--- config.mk ---
export PLATFORM = sky130hd
export DESIGN_NAME = cdp_port
export DESIGN_NICKNAME = d
export VERILOG_FILES = /design/src/rtl/cdp_pkg.sv /design/src/rtl/cdp_inbuf.sv /design/src/rtl/cdp_outbuf.sv /design/src/rtl/cdp_ctrl.sv /design/src/rtl/cdp_port.sv
export SDC_FILE = /design/constraint.sdc
export NUM_CORES = 1
export LEC_CHECK = 0
export ABC_CLOCK_PERIOD_IN_PS = 3700
export BUFFER_PORTS_ARGS = -buffer_cell sky130_fd_sc_hd__clkbuf_2
export CORE_MARGIN = 5
export CORE_UTILIZATION = 45
export CTS_CLUSTER_DIAMETER = 50
export CTS_CLUSTER_SIZE = 25
export DETAILED_ROUTE_END_ITERATION = 8
export HOLD_SLACK_MARGIN = 0.08
export MAX_ROUTING_LAYER = met4
export PLACE_DENSITY = 0.69
export SLEW_MARGIN = 40
export SYNTH_ARGS = -nofsm -noshare
export SYNTH_HDL_FRONTEND = slang
export SYNTH_SLANG_ARGS = --single-unit
--- constraint.sdc ---
create_clock -name clk -period 3.7 [get_ports clk]
set_clock_uncertainty 0.1 [all_clocks]
set_input_delay 0.74 -clock clk [delete_from_list [all_inputs] [get_ports clk]]
set_output_delay 0.74 -clock clk [all_outputs]
set_load 0.02 [all_outputs]
--- src/rtl/cdp_pkg.sv ---
package cdp_pkg;
  localparam int WORD_W = 32;
  localparam int BLK_WORDS = 4;

  // Reverse the byte order of a data word: {b3,b2,b1,b0} -> {b0,b1,b2,b3}
  function automatic logic [WORD_W-1:0] byte_rev(input logic [WORD_W-1:0] w);
    logic [WORD_W-1:0] r;
    for (int i = 0; i < WORD_W/8; i++) begin
      r[i*8 +: 8] = w[(WORD_W/8-1-i)*8 +: 8];
    end
    return r;
  endfunction

  function automatic logic [WORD_W-1:0] opt_rev(input logic [WORD_W-1:0] w, input logic en);
    return en ? byte_rev(w) : w;
  endfunction
endpackage

--- src/rtl/cdp_inbuf.sv ---
module cdp_inbuf
  import cdp_pkg::*;
#(
  parameter int W = WORD_W,
  parameter int N = BLK_WORDS
) (
  input  logic           clk,
  input  logic           rst_n,
  input  logic           wr_en,
  input  logic [W-1:0]   wr_data,
  input  logic           swap,
  input  logic           enable,
  input  logic           err_clr,
  output logic           blk_valid,
  input  logic           blk_ready,
  output logic [N*W-1:0] blk_data,
  output logic           empty,
  output logic           full,
  output logic           err,
  output logic           err_evt,
  output logic           xfer
);
  localparam int CW = $clog2(N+1);
  localparam logic [CW-1:0] CNT_FULL = CW'(N);

  logic [W-1:0]  mem [N];
  logic [CW-1:0] cnt;
  logic          wr_ok;

  assign full      = (cnt == CNT_FULL);
  assign empty     = (cnt == '0);
  assign blk_valid = full && enable;
  assign xfer      = blk_valid && blk_ready;
  assign wr_ok     = wr_en && !full;
  assign err_evt   = wr_en && full;

  for (genvar g = 0; g < N; g++) begin : g_pack
    assign blk_data[g*W +: W] = mem[g];
  end

  always_ff @(posedge clk or negedge rst_n) begin
    if (!rst_n) begin
      cnt <= '0;
      err <= 1'b0;
      for (int i = 0; i < N; i++) mem[i] <= '0;
    end else begin
      if (xfer) cnt <= '0;
      else if (wr_ok) begin
        mem[cnt[$clog2(N)-1:0]] <= opt_rev(wr_data, swap);
        cnt <= cnt + 1'b1;
      end
      if (err_clr) err <= 1'b0;
      else if (err_evt) err <= 1'b1;
    end
  end

  p_no_overflow_r2: assert property (@(posedge clk) disable iff (!rst_n) cnt <= CNT_FULL);
  p_reject_full_r3: assert property (@(posedge clk) disable iff (!rst_n)
    (wr_en && full && !err_clr) |=> err);
endmodule

--- src/rtl/cdp_outbuf.sv ---
module cdp_outbuf
  import cdp_pkg::*;
#(
  parameter int W = WORD_W,
  parameter int N = BLK_WORDS
) (
  input  logic           clk,
  input  logic           rst_n,
  input  logic           rd_en,
  output logic [W-1:0]   rd_data,
  input  logic           swap,
  input  logic           enable,
  input  logic           err_clr,
  input  logic           blk_valid,
  output logic           blk_ready,
  input  logic [N*W-1:0] blk_data,
  output logic           empty,
  output logic           full,
  output logic           err,
  output logic           err_evt,
  output logic           load,
  output logic           drain_last
);
  localparam int CW = $clog2(N+1);
  localparam int PW = (N > 1) ? $clog2(N) : 1;
  localparam logic [CW-1:0] CNT_FULL = CW'(N);

  logic [W-1:0]  mem [N];
  logic [CW-1:0] cnt;
  logic [PW-1:0] ptr;
  logic          pop;

  assign empty      = (cnt == '0);
  assign full       = (cnt == CNT_FULL);
  assign blk_ready  = empty && enable;
  assign load       = blk_valid && blk_ready;
  assign pop        = rd_en && !empty;
  assign err_evt    = rd_en && empty;
  assign drain_last = pop && (cnt == CW'(1));
  assign rd_data    = opt_rev(mem[ptr], swap);

  always_ff @(posedge clk or negedge rst_n) begin
    if (!rst_n) begin
      cnt <= '0;
      ptr <= '0;
      err <= 1'b0;
      for (int i = 0; i < N; i++) mem[i] <= '0;
    end else begin
      if (load) begin
        for (int i = 0; i < N; i++) mem[i] <= blk_data[i*W +: W];
        cnt <= CNT_FULL;
        ptr <= '0;
      end else if (pop) begin
        cnt <= cnt - 1'b1;
        ptr <= ptr + 1'b1;
      end
      if (err_clr) err <= 1'b0;
      else if (err_evt) err <= 1'b1;
    end
  end

  p_out_range_r4: assert property (@(posedge clk) disable iff (!rst_n) cnt <= CNT_FULL);
  p_empty_read_r4: assert property (@(posedge clk) disable iff (!rst_n)
    (rd_en && empty && !err_clr) |=> err);
  p_load_busy_r6: assert property (@(posedge clk) disable iff (!rst_n)
    load |=> full);
endmodule

--- src/rtl/cdp_ctrl.sv ---
module cdp_ctrl (
  input  logic clk,
  input  logic rst_n,
  input  logic start,
  input  logic stop,
  input  logic last_mark,
  input  logic in_xfer,
  input  logic out_load,
  input  logic drain_last,
  input  logic err_evt,
  input  logic done_ie,
  input  logic err_ie,
  input  logic clr_done,
  input  logic clr_err,
  output logic busy,
  output logic done_flag,
  output logic err_flag,
  output logic irq
);
  logic last_pend, final_sent, final_out;
  logic done_evt;

  assign done_evt = busy && final_out && drain_last;
  assign irq = (done_flag && done_ie) || (err_flag && err_ie);

  always_ff @(posedge clk or negedge rst_n) begin
    if (!rst_n) begin
      busy       <= 1'b0;
      last_pend  <= 1'b0;
      final_sent <= 1'b0;
      final_out  <= 1'b0;
      done_flag  <= 1'b0;
      err_flag   <= 1'b0;
    end else begin
      if (start) busy <= 1'b1;
      else if (stop || done_evt) busy <= 1'b0;

      if (start || done_evt) begin
        last_pend  <= last_mark;
        final_sent <= 1'b0;
        final_out  <= 1'b0;
      end else begin
        if (last_mark) last_pend <= 1'b1;
        if (in_xfer && (last_pend || last_mark)) begin
          final_sent <= 1'b1;
          last_pend  <= 1'b0;
        end
        if (out_load && final_sent) final_out <= 1'b1;
      end

      if (done_evt) done_flag <= 1'b1;
      else if (clr_done) done_flag <= 1'b0;
      if (err_evt) err_flag <= 1'b1;
      else if (clr_err) err_flag <= 1'b0;
    end
  end

  p_start_busy_r5: assert property (@(posedge clk) disable iff (!rst_n) start |=> busy);
  p_done_idle_r8: assert property (@(posedge clk) disable iff (!rst_n)
    $rose(done_flag) |-> !busy);
  p_clr_done_r9: assert property (@(posedge clk) disable iff (!rst_n)
    (clr_done && !done_evt) |=> !done_flag);
  p_err_set_r9: assert property (@(posedge clk) disable iff (!rst_n) err_evt |=> err_flag);
  p_stop_r11: assert property (@(posedge clk) disable iff (!rst_n)
    (stop && !start) |=> !busy);
endmodule

--- src/rtl/cdp_port.sv ---
module cdp_port
  import cdp_pkg::*;
#(
  parameter int W = WORD_W,
  parameter int N = BLK_WORDS,
  localparam int BW = W * N
) (
  input  logic          clk,
  input  logic          rst_n,
  input  logic          wr_en,
  input  logic [W-1:0]  wr_data,
  input  logic          rd_en,
  output logic [W-1:0]  rd_data,
  input  logic          start,
  input  logic          stop,
  input  logic          last_mark,
  input  logic          in_swap,
  input  logic          out_swap,
  input  logic          done_ie,
  input  logic          err_ie,
  input  logic          clr_done,
  input  logic          clr_err,
  output logic          busy,
  output logic          in_empty,
  output logic          in_full,
  output logic          in_err,
  output logic          out_empty,
  output logic          out_full,
  output logic          out_err,
  output logic          done_flag,
  output logic          err_flag,
  output logic          irq,
  output logic          core_in_valid,
  input  logic          core_in_ready,
  output logic [BW-1:0] core_in_data,
  input  logic          core_out_valid,
  output logic          core_out_ready,
  input  logic [BW-1:0] core_out_data
);
  logic in_err_evt, out_err_evt, in_xfer, out_load, drain_last;

  cdp_inbuf #(.W(W), .N(N)) u_inbuf (
    .clk(clk), .rst_n(rst_n), .wr_en(wr_en), .wr_data(wr_data), .swap(in_swap),
    .enable(busy), .err_clr(start), .blk_valid(core_in_valid), .blk_ready(core_in_ready),
    .blk_data(core_in_data), .empty(in_empty), .full(in_full), .err(in_err),
    .err_evt(in_err_evt), .xfer(in_xfer));

  cdp_outbuf #(.W(W), .N(N)) u_outbuf (
    .clk(clk), .rst_n(rst_n), .rd_en(rd_en), .rd_data(rd_data), .swap(out_swap),
    .enable(busy), .err_clr(start), .blk_valid(core_out_valid), .blk_ready(core_out_ready),
    .blk_data(core_out_data), .empty(out_empty), .full(out_full), .err(out_err),
    .err_evt(out_err_evt), .load(out_load), .drain_last(drain_last));

  cdp_ctrl u_ctrl (
    .clk(clk), .rst_n(rst_n), .start(start), .stop(stop), .last_mark(last_mark),
    .in_xfer(in_xfer), .out_load(out_load), .drain_last(drain_last),
    .err_evt(in_err_evt || out_err_evt), .done_ie(done_ie), .err_ie(err_ie),
    .clr_done(clr_done), .clr_err(clr_err), .busy(busy), .done_flag(done_flag),
    .err_flag(err_flag), .irq(irq));

  p_handoff_busy_r6: assert property (@(posedge clk) disable iff (!rst_n)
    (core_in_valid || core_out_ready) |-> busy);
  p_irq_mask_r10: assert property (@(posedge clk) disable iff (!rst_n)
    (!done_ie && !err_ie) |-> !irq);
endmodule

### Word-level counts from Yosys, hierarchy flattened

Cells that the tools add are included.
W data, S select, Z words.

| word-level totals | value |
|---|---|
| input bits | 175 |
| bits in read-only memories | 0 |
| latch bits | 0 |
| bits in writable memories | 0 |
| memories | 0 |
| word-level logic and storage cells | 98 |
| output and inout bits | 172 |
| register bits | 272 |

| operators by class | value |
|---|---|
| shifts and indexed selects | 0 |
| bitwise gates (word level) | 3 |
| reductions and logical operators | 36 |
| $add $sub $neg | 3 |
| order comparisons | 3 |
| mux-type cells | 31 |
| div/mod/pow operators | 0 |
| multipliers | 0 |
| eq/ne operators | 3 |

Operators with widths:

| operator | count |
|---|---|
| $mux W32 | 5 |
| $bwmux W128 | 1 |
| $bmux W32 S2 | 1 |
| $demux W32 S2 | 1 |
| $reduce_bool A2 Y1 | 9 |
| $mux W1 | 17 |
| $logic_and A1 B1 Y1 | 16 |
| $mux W3 | 4 |
| $eq A3 B3 Y1 const B | 2 |
| $ge A3 B3 Y1 const B | 2 |
| $logic_not A3 Y1 | 2 |
| $not A2 Y3 | 2 |
| $logic_or A1 B1 Y1 | 5 |
| $mux W2 | 2 |
| $add A3 B1 Y3 const B | 1 |
| $eq A3 B1 Y1 const B | 1 |
| $lt A3 B1 Y1 const B | 1 |
| $reduce_bool A3 Y1 | 1 |
| $sub A3 B1 Y3 const B | 1 |
| $add A2 B1 Y2 const B | 1 |
| $logic_not A1 Y1 | 2 |
| $reduce_and A2 Y1 | 1 |
| $not A1 Y1 | 1 |

### Logic depth before layout (Yosys ltp)

Gate-level depths: netlist of run 1.

| depth | value |
|---|---|
| word-level depth | 8 |
| gate-level depth with buffers | 8 |
| mapped depth without buffers | 6 |

### Hierarchy

A second synthesis of run 1 with hierarchy kept.

| unflattened totals | value |
|---|---|
| cell total of the unflattened synthesis | 784 |
| area total of the unflattened synthesis | 12837.3 um^2 |

Modules (own cells, without submodules):

| module | seq. area each (um^2) | cells an instance | area each (um^2) | times used |
|---|---|---|---|---|
| cdp_outbuf | 3353.2 | 422 | 7208.2 | 1 |
| cdp_inbuf | 3303.2 | 337 | 5377.7 | 1 |
| cdp_ctrl | 150.1 | 24 | 245.2 | 1 |
| cdp_port | 0.0 | 1 | 6.3 | 1 |

### Least setup slack after synthesis of run 1

No wires, ideal clock.

| timing | value |
|---|---|
| kind | input to output |
| start point | input out_swap |
| end point | output rd_data[13] |
| path buffers | 1 |
| slack | 0.995 ns |
| cell stages on the path | 4 |
| data arrival time | 1.865 ns |
| required time | 2.860 ns |
| cells stage by stage | nand2b_1 -> clkbuf_1 -> o22ai_1 -> a221oi_1 |

| between the ends | value |
|---|---|
| cells in the longest elaborated chain, start to end | 1 |

Ends and longest elaborated chain:

| element | RTL line | source |
|---|---|---|
| start: declaration | cdp_port.sv:18 | `input logic out_swap,` |
| $mux W32 | cdp_pkg.sv:15 | `return en ? byte_rev(w) : w;` |
| end: declaration | cdp_port.sv:13 | `output logic [W-1:0] rd_data,` |

No other way between the ends.

### Worst setup path after layout of run 1

| timing | value |
|---|---|
| start point | register u_outbuf.ptr[1] |
| end point | output rd_data[4] |

| between the ends | value |
|---|---|
| cells in the longest elaborated chain, start to end | 5 |

Ends and longest elaborated chain:

| element | RTL line | source |
|---|---|---|
| start: declaration | cdp_outbuf.sv:30 | `logic [PW-1:0] ptr;` |
| start signal: assignment | cdp_outbuf.sv:55 | `ptr <= ptr + 1'b1;` |
| $not A2 Y3 (not written as such) | cdp_outbuf.sv:40 | `assign rd_data = opt_rev(mem[ptr], swap);` |
| $bmux W32 S2 | cdp_outbuf.sv:40 |  |
| $mux W32 (not written as such) (2 in series) | cdp_outbuf.sv:40 |  |
| $mux W32 | cdp_pkg.sv:15 |  |

No other way between the ends. The select of a mux whose other input is x is not followed.

==> results of run 1 <==
==> report_power, final <==
| group | internal, mW | switching [mW] |
|---|---|---|
| Clock | 1.58 | 1.46 |
| Sequential | 4.40 | 0.927 |
| Combinational | 2.67 | 3.87 |
| Total | 8.65 | 6.25 |
==> registers in the layout, summed over array words and instances, names as in the netlist <==
name               count
u_inbuf.blk_data     128
u_outbuf.mem         128
u_inbuf.cnt            3
u_outbuf.cnt           3
u_outbuf.ptr           2
u_ctrl.busy            1
u_ctrl.done_flag       1
u_ctrl.err_flag        1
u_ctrl.final_out       1
u_ctrl.final_sent      1
u_ctrl.last_pend       1
u_inbuf.err            1
u_outbuf.err           1
==> through the flow <==
step	cells	setup WS, ns
floorplan	969	0.995
global placement	1600	0.775
global route	1662	0.228
CTS	1655	0.358
detailed placement	1601	0.743
finish	1662	0.353
==> cell families (layout without fill, tap and decap cells) <==
group           Yosys count  after routing  share of synthesized area
fa+ha+maj                 7              7                    0.00724
compound gates          310            310                      0.144
flops                   272            272                      0.563
other cells               0              7                          0
buf+inv                  88            433                     0.0393
mux                     226            226                      0.220
simple gates             66             66                     0.0263
==> layout by cell type, fill, tap and decap left out, types with 2 or more instances in the layout <==
cell        instances
clkbuf_16          29
clkbuf_2          345
buf_4              19
nand2_1            37
inv_1               7
inv_6               6
mux2_4             54
or3_1               2
nor2_1              3
o21ai_0            37
mux2_2            107
buf_12              6
a221oi_1           32
mux2i_1            65
ha_1                7
a311oi_1            2
clkinv_4            3
clkinvlp_4          2
inv_8               5
dfrtp_1           271
clkinv_8            3
inv_12              5
and2_1              7
nand2b_1            4
a21oi_1           200
o22ai_1            32
diode_2             7
nor2b_1             3
==> area by class of cell <==
| type | count | area (um^2) | share of cell area |
|---|---|---|---|
| diodes | 7 | 17.5 | 0.00116 |
| clock buffers | 30 | 739 | 0.0488 |
| clock inverters | 24 | 280 | 0.0185 |
| inverters | 8 | 30.0 | 0.00198 |
| multi-input cells | 609 | 4830 | 0.319 |
| flip-flops and latches | 272 | 6810 | 0.450 |
| well taps | 341 | 427 | 0.0282 |
| repair buffers | 371 | 2000 | 0.132 |
==> how the worst max path moves through the flow <==
stage                               start           to  slack [ns]  cells after the start
after CTS                 u_outbuf.ptr[1]   rd_data[7]        0.36                      5
after global routing      u_outbuf.ptr[1]   rd_data[0]        0.23                      5
final                     u_outbuf.ptr[1]   rd_data[4]        0.35                      5
after global placement           out_swap  rd_data[24]        0.77                      6
after floorplan                  out_swap  rd_data[13]        0.99                      4
after detailed placement         out_swap  rd_data[24]        0.74                      6
==> metal layers <==
layer | GRT usage | part of all wire | vias to the layer above
li1 | - | - | 4207
met1 | 0.298 | 0.40 | 4658
met2 | 0.371 | 0.48 | 372
met3 | 0.0594 | 0.076 | 85
met4 | 0.0993 | 0.042 | 0
met5 | - | 0 | -
==> results list, run 1 <==
- Row generation in the floorplan step produced 60 rows.
- For this run, the total global-route usage over all layers was measured as 0.238.
- Required arrival time at the worst endpoint: about 2.9 ns
- Critical path arrival: 2.51 ns
- Hold timing on the final database bottoms out at a slack of 0.0608 ns.
- The analysis attributes to cell leakage a power of between 7 and 8 nW.
- Ranked by total cell area, the synthesized netlist is headed by dfrtp_1 (56%), mux2_2 (10%), a21oi_1 (8.3%), mux2_4 (6.7%), mux2i_1 (5.4%).
* Total grt overflow: 0
* Startpoint of the most critical register-to-register path: u_inbuf.cnt[0]
* Worst setup SP type: register
- Synthesis instantiated 37 different standard cells from the library.
- Clock tree from TritonCTS: built
- Post-synthesis to final-layout area growth: 25.2%
- For this run, the register share of the synthesized area comes to 0.563.
- CTS H-tree depth: 1
- Reported max-cap violation count: 0
- Placer Congestion: around 0.87
* Ys flop type: dfrtp_1
* Warnings, synthesis: 0
- Dividing the detail-routed wire length by the instance count gives roughly 22 um.
- Yosys reg bits: approximately 270
* Top cells by instance count after synthesis: dfrtp_1 (272), a21oi_1 (200), mux2_2 (107)
- Antenna violations before repair: 7
* Worst-case headroom to the max-slew limit: 0.503
* Endpoint kind of the worst setup timing path: output pin
* Register-to-Register Setup Slack: about 1.2 ns
- Total CTS buffers: 29
- For this block, the routed nets add up to 36200 um of wire.
* Syn Inst Count: about 970
- The initial utilization of the core area, before any placement, comes to 0.453.
- The wire-length estimate of the detail-placed layout is between 20000 and 30000 um.
- The die is between 150 and 200 um tall.
- Total Power: around 15 mW
- Via Count: a little over 9k
- In the final layout, the share of cells above drive strength 1 is 0.451.
- Final worst-path cycle share: 0.905
- Number of fill cells: 2255
- Post-CTS Hold Fix Bufs: 0
* Drt first-iter violations: roughly 740
* RR Endpoint: u_inbuf.blk_data[114]
- Leading cell type by number of instances after synthesis: dfrtp_1
- Wire length of the first global-routing pass: approximately 56000 um
* Power per cell area: ~980 nW/um^2
- Post-cts gate resize count: 0
- Area of the die: 30300 um^2
- Summing all non-filler instances in the final layout gives an area of between 15000 and 20000 um^2.
- During placement, the flow inserted port buffers numbering 346.
- The worst path needs around 3.3 ns of the cycle, external delays included.
* Clock sink count: between 200 and 300
- For this run, design rule violations remaining after detail routing come to 0.
- Setup violations remaining at the end of the flow were counted as 0.
- The die is 174 um wide.
- Number of cells on the worst reg-to-reg path: 7
* Largest stage delay on the critical path: ~0.78 ns
* Number of global-route vias before repair: between 9k and 10k
- In this run, synthesis inferred 0 flip-flops with an integrated enable.
- Maximum net fanout on the critical path: 34
- Peak clock frequency supported by timing: around 0.30 GHz
- Final Net Count: between 1k and 1.5k
- Type of the setup path with the least slack: register to output pin
- Total nets after synthesis: between 1k and 1.5k
- Longest Clk Path Bufs: 3
- Async set or reset register ratio after synthesis: 1.00
* Pin count of the biggest net entering global routing: 85
- Register clock-pin slew on the reported worst setup and hold paths: 0.07 ns
* Outcome: completed
* Final number of hold-violating endpoints: 0
- After detailed placement, the total cell area comes to between 10000 and 15000 um^2.
- On the critical path the largest part of the delay comes from flip-flops.
- After detailed routing, the number of vias per cell comes to between 5 and 6.
- Pin placement for this block handled ~350 I/O pins.
- The pre-antenna-repair detailed-routing pass consisted of 5 iterations.
* Utilization of the core after routing: 0.567
* Number of nets with antenna violations after detailed routing: 0
- Area of the mapped netlist: roughly 12000 um^2
- Setup repair after global routing left no endpoint under its margin.
- Clock latency on the worst-skew pair, taken at its later pin, is 0.55 ns.
- Maximum VDD drop: 0.000622 V
- Root cell of the clock tree: clkbuf_16
- Series of cell instances along the critical path: buf_12 -> mux2_2 -> o22ai_1 -> a221oi_1 -> clkbuf_2
- For the pin with the worst max-slew slack, the measured transition is about 0.72 ns.
- The share of synthesized area in the top cell type comes to 0.563.
- After routing, the total negative slack on setup checks comes to 0 ns.
- Buffers added to address setup during post-CTS repair amount to 0.
- Post-synth top area cell: dfrtp_1
- Area of the core region: ~27000 um^2
- Type of the most critical hold path: input port to asynchronous set/reset pin
- Average cell area after synthesis: 12.5 um^2
* Max-slew violation count: 0
- Counting both buffers and inverters, the worst setup path holds a total of 2.
- Among all stages on the critical path, the largest delay is contributed by dfrtp_4.
(Power assumes the default switching activity.)
==> run 2, diff against run 1 <==
--- a/config.mk
+++ b/config.mk
@@ -15,6 +15,7 @@
 export HOLD_SLACK_MARGIN = 0.08
 export MAX_ROUTING_LAYER = met4
 export PLACE_DENSITY = 0.69
+export RECOVER_POWER = 25
 export SLEW_MARGIN = 40
 export SYNTH_ARGS = -nofsm -noshare
 export SYNTH_HDL_FRONTEND = slang
==> results list, run 2 (same netlist as run 1, synthesis figures left out) <==
- Maximum net fanout on the critical path: 34 (unchanged)
- Overall fraction of global-route tracks in use: 0.238 (unchanged)
- The worst hold-check slack is 0.290 ns (+0.229 ns).
- The area growth from synthesis to layout is 24.9%.
- Fin cells: 1662 (unchanged)
- The I/O pin count came to 347 (unchanged).
- Die outline height: 174 um (unchanged)
- Failing checks: capacitance limit, slew limit
* Worst setup SP type: register
* Final-report setup violation count: 0 (unchanged)
- Worst-case headroom to the max-slew limit: -0.454 (-0.957)
- The critical path is of the register to output pin type.
- Standby leakage power: 7.19 nW (-0.23%)
- The total number of clock tree sinks came to 272 (unchanged).
* Peak clock frequency supported by timing: 0.300 GHz (+0.44%)
* Wire length of the first global-routing pass: 55800 um (unchanged)
* Total grt overflow: 0 (unchanged)
* Pin count of the biggest net entering global routing: 85 (unchanged)
- The number of vias after detailed routing is 9312 (-0.11%).
- Initial standard-cell utilization of the core: 0.453 (unchanged)
- The number of antenna violations at the first check in global routing came to 7 (unchanged).
* Reported max-cap violation count: 1 (+1)
* Post-cts gate resize count: 0 (unchanged)
- Largest stage delay on the critical path: 0.79 ns (about the same)
- Endpoint kind of the worst setup timing path: output pin
- The detailed-placement wirelength estimate came to 26200 um (unchanged).
* Die W: 174 um (unchanged)
- Number of placement rows: 60 (unchanged)
* Clock latency reported for the late side of the worst-skew pair: 0.55 ns (about the same)
- Clock tree synthesis selected as its root buffer the cell clkbuf_16.
- The core area came to 26700 um^2 (unchanged).
- The startpoint identified for the worst hold timing path is clr_done.
* Per-cell via count in the routed design: 5.60 (-0.11%)
- Placer Congestion: 0.873 (unchanged)
- Type of the most critical hold path: input port to register
- In this run the critical register-to-register path is launched from u_inbuf.cnt[0].
- Required arrival time at the worst endpoint: 2.86 ns (about the same)
- The flow ran to the end, but the final reports show violations.
- The power density of the placed cells is 986 nW/um^2 (+0.22%).
- Per-cell routed wire length: 21.8 um (unchanged)
* Critical path arrival: 2.49 ns (-0.02 ns)
* CTS H-tree depth: 1 (unchanged)
- Worst-Margin Slew: 2.18 ns (+1.46 ns)
* Total CTS buffers: 29 (unchanged)
* Number of global-route vias before repair: 9581 (unchanged)
- The most critical setup path has its startpoint at u_outbuf.ptr[1].
- Walking the worst path, the cells encountered are buf_12 -> mux2_2 -> o22ai_1 -> a221oi_1 -> clkbuf_2.
* Clock tree from TritonCTS: built
* Remaining DRCs: 0 (unchanged)
- Final Net Count: 1473 (unchanged)
* Setup repair after global routing missed its margin: no
- The count of buffers from port buffering came to 346 (unchanged).
- First drt pass iteration count: 5 (unchanged)
- Max-slew violation count: 85 (+85)
- The library cell used most frequently in the layout, excluding fill and tap cells, is clkbuf_2.
- The slowest stage of the critical path belongs to the cell dfrtp_4.
* Maximum VDD drop: 0.000622 V (about the same)
- The register clock-pin slew on the reported worst setup and hold paths is 0.06 ns (about the same).
* Drt first-iter violations: 773 (+5.2%)
- Post-CTS Hold Fix Bufs: 0 (unchanged)
* Final number of hold-violating endpoints: 0 (unchanged)
* Instance count after placement with tap cells included: 1601 (unchanged)
- Total Neg Setup Slack: 0 ns (unchanged)
- Final worst-path cycle share: 0.901 (-0.00397)
- The buffers inserted during post-CTS setup optimization came to 0 (unchanged).
- Area of the die: 30300 um^2 (unchanged)
* Leading cell types in the layout, fill and taps excluded: clkbuf_2 (346), dfrtp_1 (271), a21oi_1 (200)
- The number of buffers on the longest clock path came to 3 (unchanged).
* Number of fill cells: 2260 (+0.22%)
* Proportion of layout cells with a drive suffix above 1: 0.451 (-0.000761)
- Post-Route WL: 36200 um (unchanged)
* Number of nets with antenna violations after detailed routing: 0 (unchanged)
- The final critical-path required period was 3.33 ns (-0.0147 ns).
[run 2: cell count changes in the layout (fill, tap and decap cells not counted), sizes merged]
cell	previous run	this run
buf	26	22
clkbuf	375	379
[run 2: path summary, 6_finish.rpt]
path,endpoint,slack (ns),cells after the start
worst max-delay path,rd_data[4],0.37,5
worst min-delay path,u_ctrl.done_flag,0.29,2
worst max register to register,u_inbuf.blk_data[114],1.23,7
worst min register to register,u_inbuf.blk_data[15],0.38,2
max in group asynchronous,u_inbuf.blk_data[52],0.78,2
min in group asynchronous,u_inbuf.blk_data[67],0.69,1
[run 2: critical path, delay by kind of cell (launching register included)]
kind | cells | cell delay, ns
AOI/OAI and AO/OA | 2 | 0.24
buffers and inverters | 2 | 0.48
DFF | 1 | 0.79
muxes | 1 | 0.40
[run 2: power breakdown]
part / leakage (nW) / switching, mW / internal, mW / total, mW
Combinational: 3.47 / 3.86 / 2.66 / 6.53
Sequential: 3.22 / 0.929 / 4.40 / 5.33
Clock: 0.492 / 1.46 / 1.58 / 3.04
[run 2: per-layer routing]
layer | vias to the layer above | global-route usage | share of wire
li1 | 4206 | - | -
met1 | 4625 | 0.298 | 0.40
met2 | 392 | 0.371 | 0.48
met3 | 89 | 0.0594 | 0.076
met4 | 0 | 0.0993 | 0.044
met5 | - | - | 0
[run 2: per-stage QoR]
step	area (um^2)	utilization	setup WS [ns]	total power [mW]
2_1_floorplan	12100	-	0.995	9.61
3_3_place_gp	14100	0.527	0.775	11.7
3_5_place_dp	14100	0.528	0.743	11.9
4_1_cts	15100	0.566	0.358	15.0
5_1_grt	15100	0.565	0.228	15.7
6_report	15100	0.565	0.368	14.9
[run 2: final cells by class]
type	instances	area [um^2]	area share
sequential	272	6810	0.451
multi-input combinational	609	4830	0.320
timing repair buffer	371	1970	0.130
clock buffer	30	739	0.0490
tap	341	427	0.0282
clock inverter	24	280	0.0186
inverter	8	30.0	0.00199
antenna	7	17.5	0.00116
==> run 3, diff against run 2 <==
--- a/config.mk
+++ b/config.mk
@@ -8,13 +8,12 @@
 export ABC_CLOCK_PERIOD_IN_PS = 3700
 export BUFFER_PORTS_ARGS = -buffer_cell sky130_fd_sc_hd__clkbuf_2
 export CORE_MARGIN = 5
-export CORE_UTILIZATION = 45
+export CORE_UTILIZATION = 32
 export CTS_CLUSTER_DIAMETER = 50
 export CTS_CLUSTER_SIZE = 25
 export DETAILED_ROUTE_END_ITERATION = 8
 export HOLD_SLACK_MARGIN = 0.08
 export MAX_ROUTING_LAYER = met4
-export PLACE_DENSITY = 0.69
 export RECOVER_POWER = 25
 export SLEW_MARGIN = 40
 export SYNTH_ARGS = -nofsm -noshare
==> results list, run 3 (same netlist as run 1, synthesis figures left out) <==
* Proportion of layout cells with a drive suffix above 1: 0.454 (+0.00394)
* Internal Power: 9.01 mW (+4.2%)
* Overall fraction of global-route tracks in use: 0.189 (-0.0490)
- Sequential group share of total power: 0.350 (-0.008)
* Longest Clk Path Bufs: 3 (unchanged)
- The via count normalized by instance count was 5.06 (-9.6%).
- The worst vdd rail ir drop came to 0.000537 V (-14%).
- Type of the most critical hold path: input port to register
- Drt first-iter violations: 432 (-44%)
- The worst setup path is captured at an output pin.
- The biggest cell delay along the critical path came to 0.87 ns (+0.08 ns).
- The highest fanout seen on the critical path was 40 (+18%).
- Crit path buffers/inverters: 2 (unchanged)
- The library cell used most frequently in the layout, excluding fill and tap cells, is clkbuf_2.
- Power per cell area: 998 nW/um^2 (+1.2%)
* First drt pass iteration count: 7 (+2)
- Outcome: finished with violations
- The average detailed-routed wire length per instance was 21.1 um (-2.8%).
* Max-slew violation count: 46 (-46%)
- The leakage power of the design was 7.34 nW (+2.1%).
* Register clock-pin slew on the reported worst setup and hold paths: 0.07 ns (about the same)
- Master of the slowest instance on the critical path: dfrtp_4
- Number of placement rows: 71 (+18%)
* Post-synthesis to final-layout area growth: 28.8%
- The total routed wirelength is 39000 um (+7.8%).
* Final critical delay including setup and external delays: 3.48 ns (+0.150 ns)
- Die outline height: 204 um (+18%)
* Total Power: 15.6 mW (+4.4%)
* Switching power: 6.54 mW (+4.6%)
- Total grt overflow: 0 (unchanged)
- The part of the total power dissipated in the clock network was 0.224 (+0.020).
- The starting utilization of the core area was 0.323 (-0.130).
- Placer Congestion: 1.01 (+15%)
- The final reports fail on capacitance limit, slew limit.
- The I/O pin count came to 347 (unchanged).
- The total number of clock tree sinks came to 272 (unchanged).
- The number of antenna-violating nets in the routed design was 0 (unchanged).
- The maximum number of pins on one net before global-route repair was 103 (+21%).
- Antenna violations before repair: 3 (-4)
- Wire length of the first global-routing pass: 58900 um (+5.6%)
* Number of global-route vias before repair: 9765 (+1.9%)
- The total count of hold-check failures in the final report came to 0 (unchanged).
- The source-to-sink clock delay at the later pin of the worst-skew pair is 0.53 ns (-0.02 ns).
- The critical path required time came to 2.86 ns (about the same).
- The die footprint came to 41800 um^2 (+38%).
- The floorplan die width was 204 um (+18%).
* Leading cell types in the layout, fill and taps excluded: clkbuf_2 (348), dfrtp_1 (271), a21oi_1 (200)
- The detailed-placement wirelength estimate was 28700 um (+9.5%).
- Worst-case headroom to the max-slew limit: -0.531 (-0.0767)
* Reported max-cap violation count: 1 (unchanged)
- The final cycle utilization of the critical path was 0.941 (+0.0405).
- The transition at the pin with the smallest max-transition slack was 2.30 ns (+0.115 ns).
- Via Count: 9336 (+0.26%)
- The critical path arrival is 2.64 ns (+0.15 ns).
* Root cell of the clock tree: clkbuf_16
- Worst hold slack after final layout: 0.290 ns (+0.000449 ns)
- Worst setup SP type: register
- By startpoint and endpoint, the worst setup path is classified as register to output pin.
- Total CTS buffers: 35 (+21%)
- Switching share of total power: 0.420 (+0.000886)
* Setup repair after global routing missed its margin: no
* Final Net Count: 1484 (+0.75%)
- The final setup TNS came to 0 ns (unchanged).
- Clock tree from TritonCTS: built
* Remaining DRCs: 0 (unchanged)
* Peak clock frequency supported by timing: 0.287 GHz (-4.3%)
- The core area is 37500 um^2 (+40%).
- The part of the total power dissipated in combinational logic came to 0.426 (-0.012).
- Number of buffers inserted to repair setup after CTS: 0 (unchanged)
* Port Buffers: 346 (unchanged)
- The critical path goes through buf_4 -> mux2i_1 -> a221oi_1 -> clkbuf_2.
* CTS H-tree depth: 2 (+1)
- The count of final setup violators came to 0 (unchanged).
- In this design, the largest share of critical-path delay is due to flip-flops.
-- run 3: final timing paths --
path / startpoint / endpoint / slack (ns) / cells past startpoint
worst max-delay path: u_outbuf.ptr[1] / rd_data[17] / 0.22 / 4
min in group asynchronous: rst_n / u_outbuf.mem[13] / 1.45 / 2
worst min-delay path: clr_done / u_ctrl.done_flag / 0.29 / 2
max in group asynchronous: rst_n / u_inbuf.blk_data[88] / 0.46 / 4
worst min register to register: u_inbuf.blk_data[1] / u_inbuf.blk_data[1] / 0.38 / 2
worst max register to register: u_inbuf.cnt[0] / u_inbuf.blk_data[105] / 1.21 / 7
-- run 3: routing by layer --
metal	wire length [um]	vias to the layer above	share of wire	global-route usage
met5	0	-	0	-
met4	1370	0	0.035	0.0725
met3	3620	79	0.093	0.0547
met2	18000	446	0.46	0.290
met1	16000	4581	0.41	0.237
li1	-	4230	-	-
-- run 3: cell type report --
type	count	area, um^2
fill	3604	21900
sequential	272	6810
timing repair buffer	376	2040
tap	511	639
clock inverter	25	278
inverter	8	30.0
antenna	4	10.0
clock buffer	39	932
multi-input combinational	609	4840
-- run 3: power groups by stage --
stage          clock network (mW)  logic (mW)  registers, mW
2_1_floorplan                   0        3.72           5.90
3_3_place_gp                    0        6.58           5.45
3_5_place_dp                    0        6.68           5.47
4_1_cts                      3.58        6.69           5.45
5_1_grt                      3.71        7.18           5.60
6_report                     3.48        6.63           5.44
-- run 3: metrics by stage --
step            util  area [um^2]  setup WS (ns)  instances
2_1_floorplan      -        12100          0.995        969
3_3_place_gp   0.382        14300          0.694       1774
3_5_place_dp   0.382        14300          0.654       1774
4_1_cts        0.414        15500          0.140       1838
5_1_grt        0.416        15600         0.0450       1843
6_report       0.416        15600          0.218       1844
-- run 3: timing repair --
| item | CTS | global route |
|---|---|---|
| resized for setup | 0 | 0 |
| hold buffers | 0 | 1 |
| endpoints found under the hold margin | 0 | 42 |
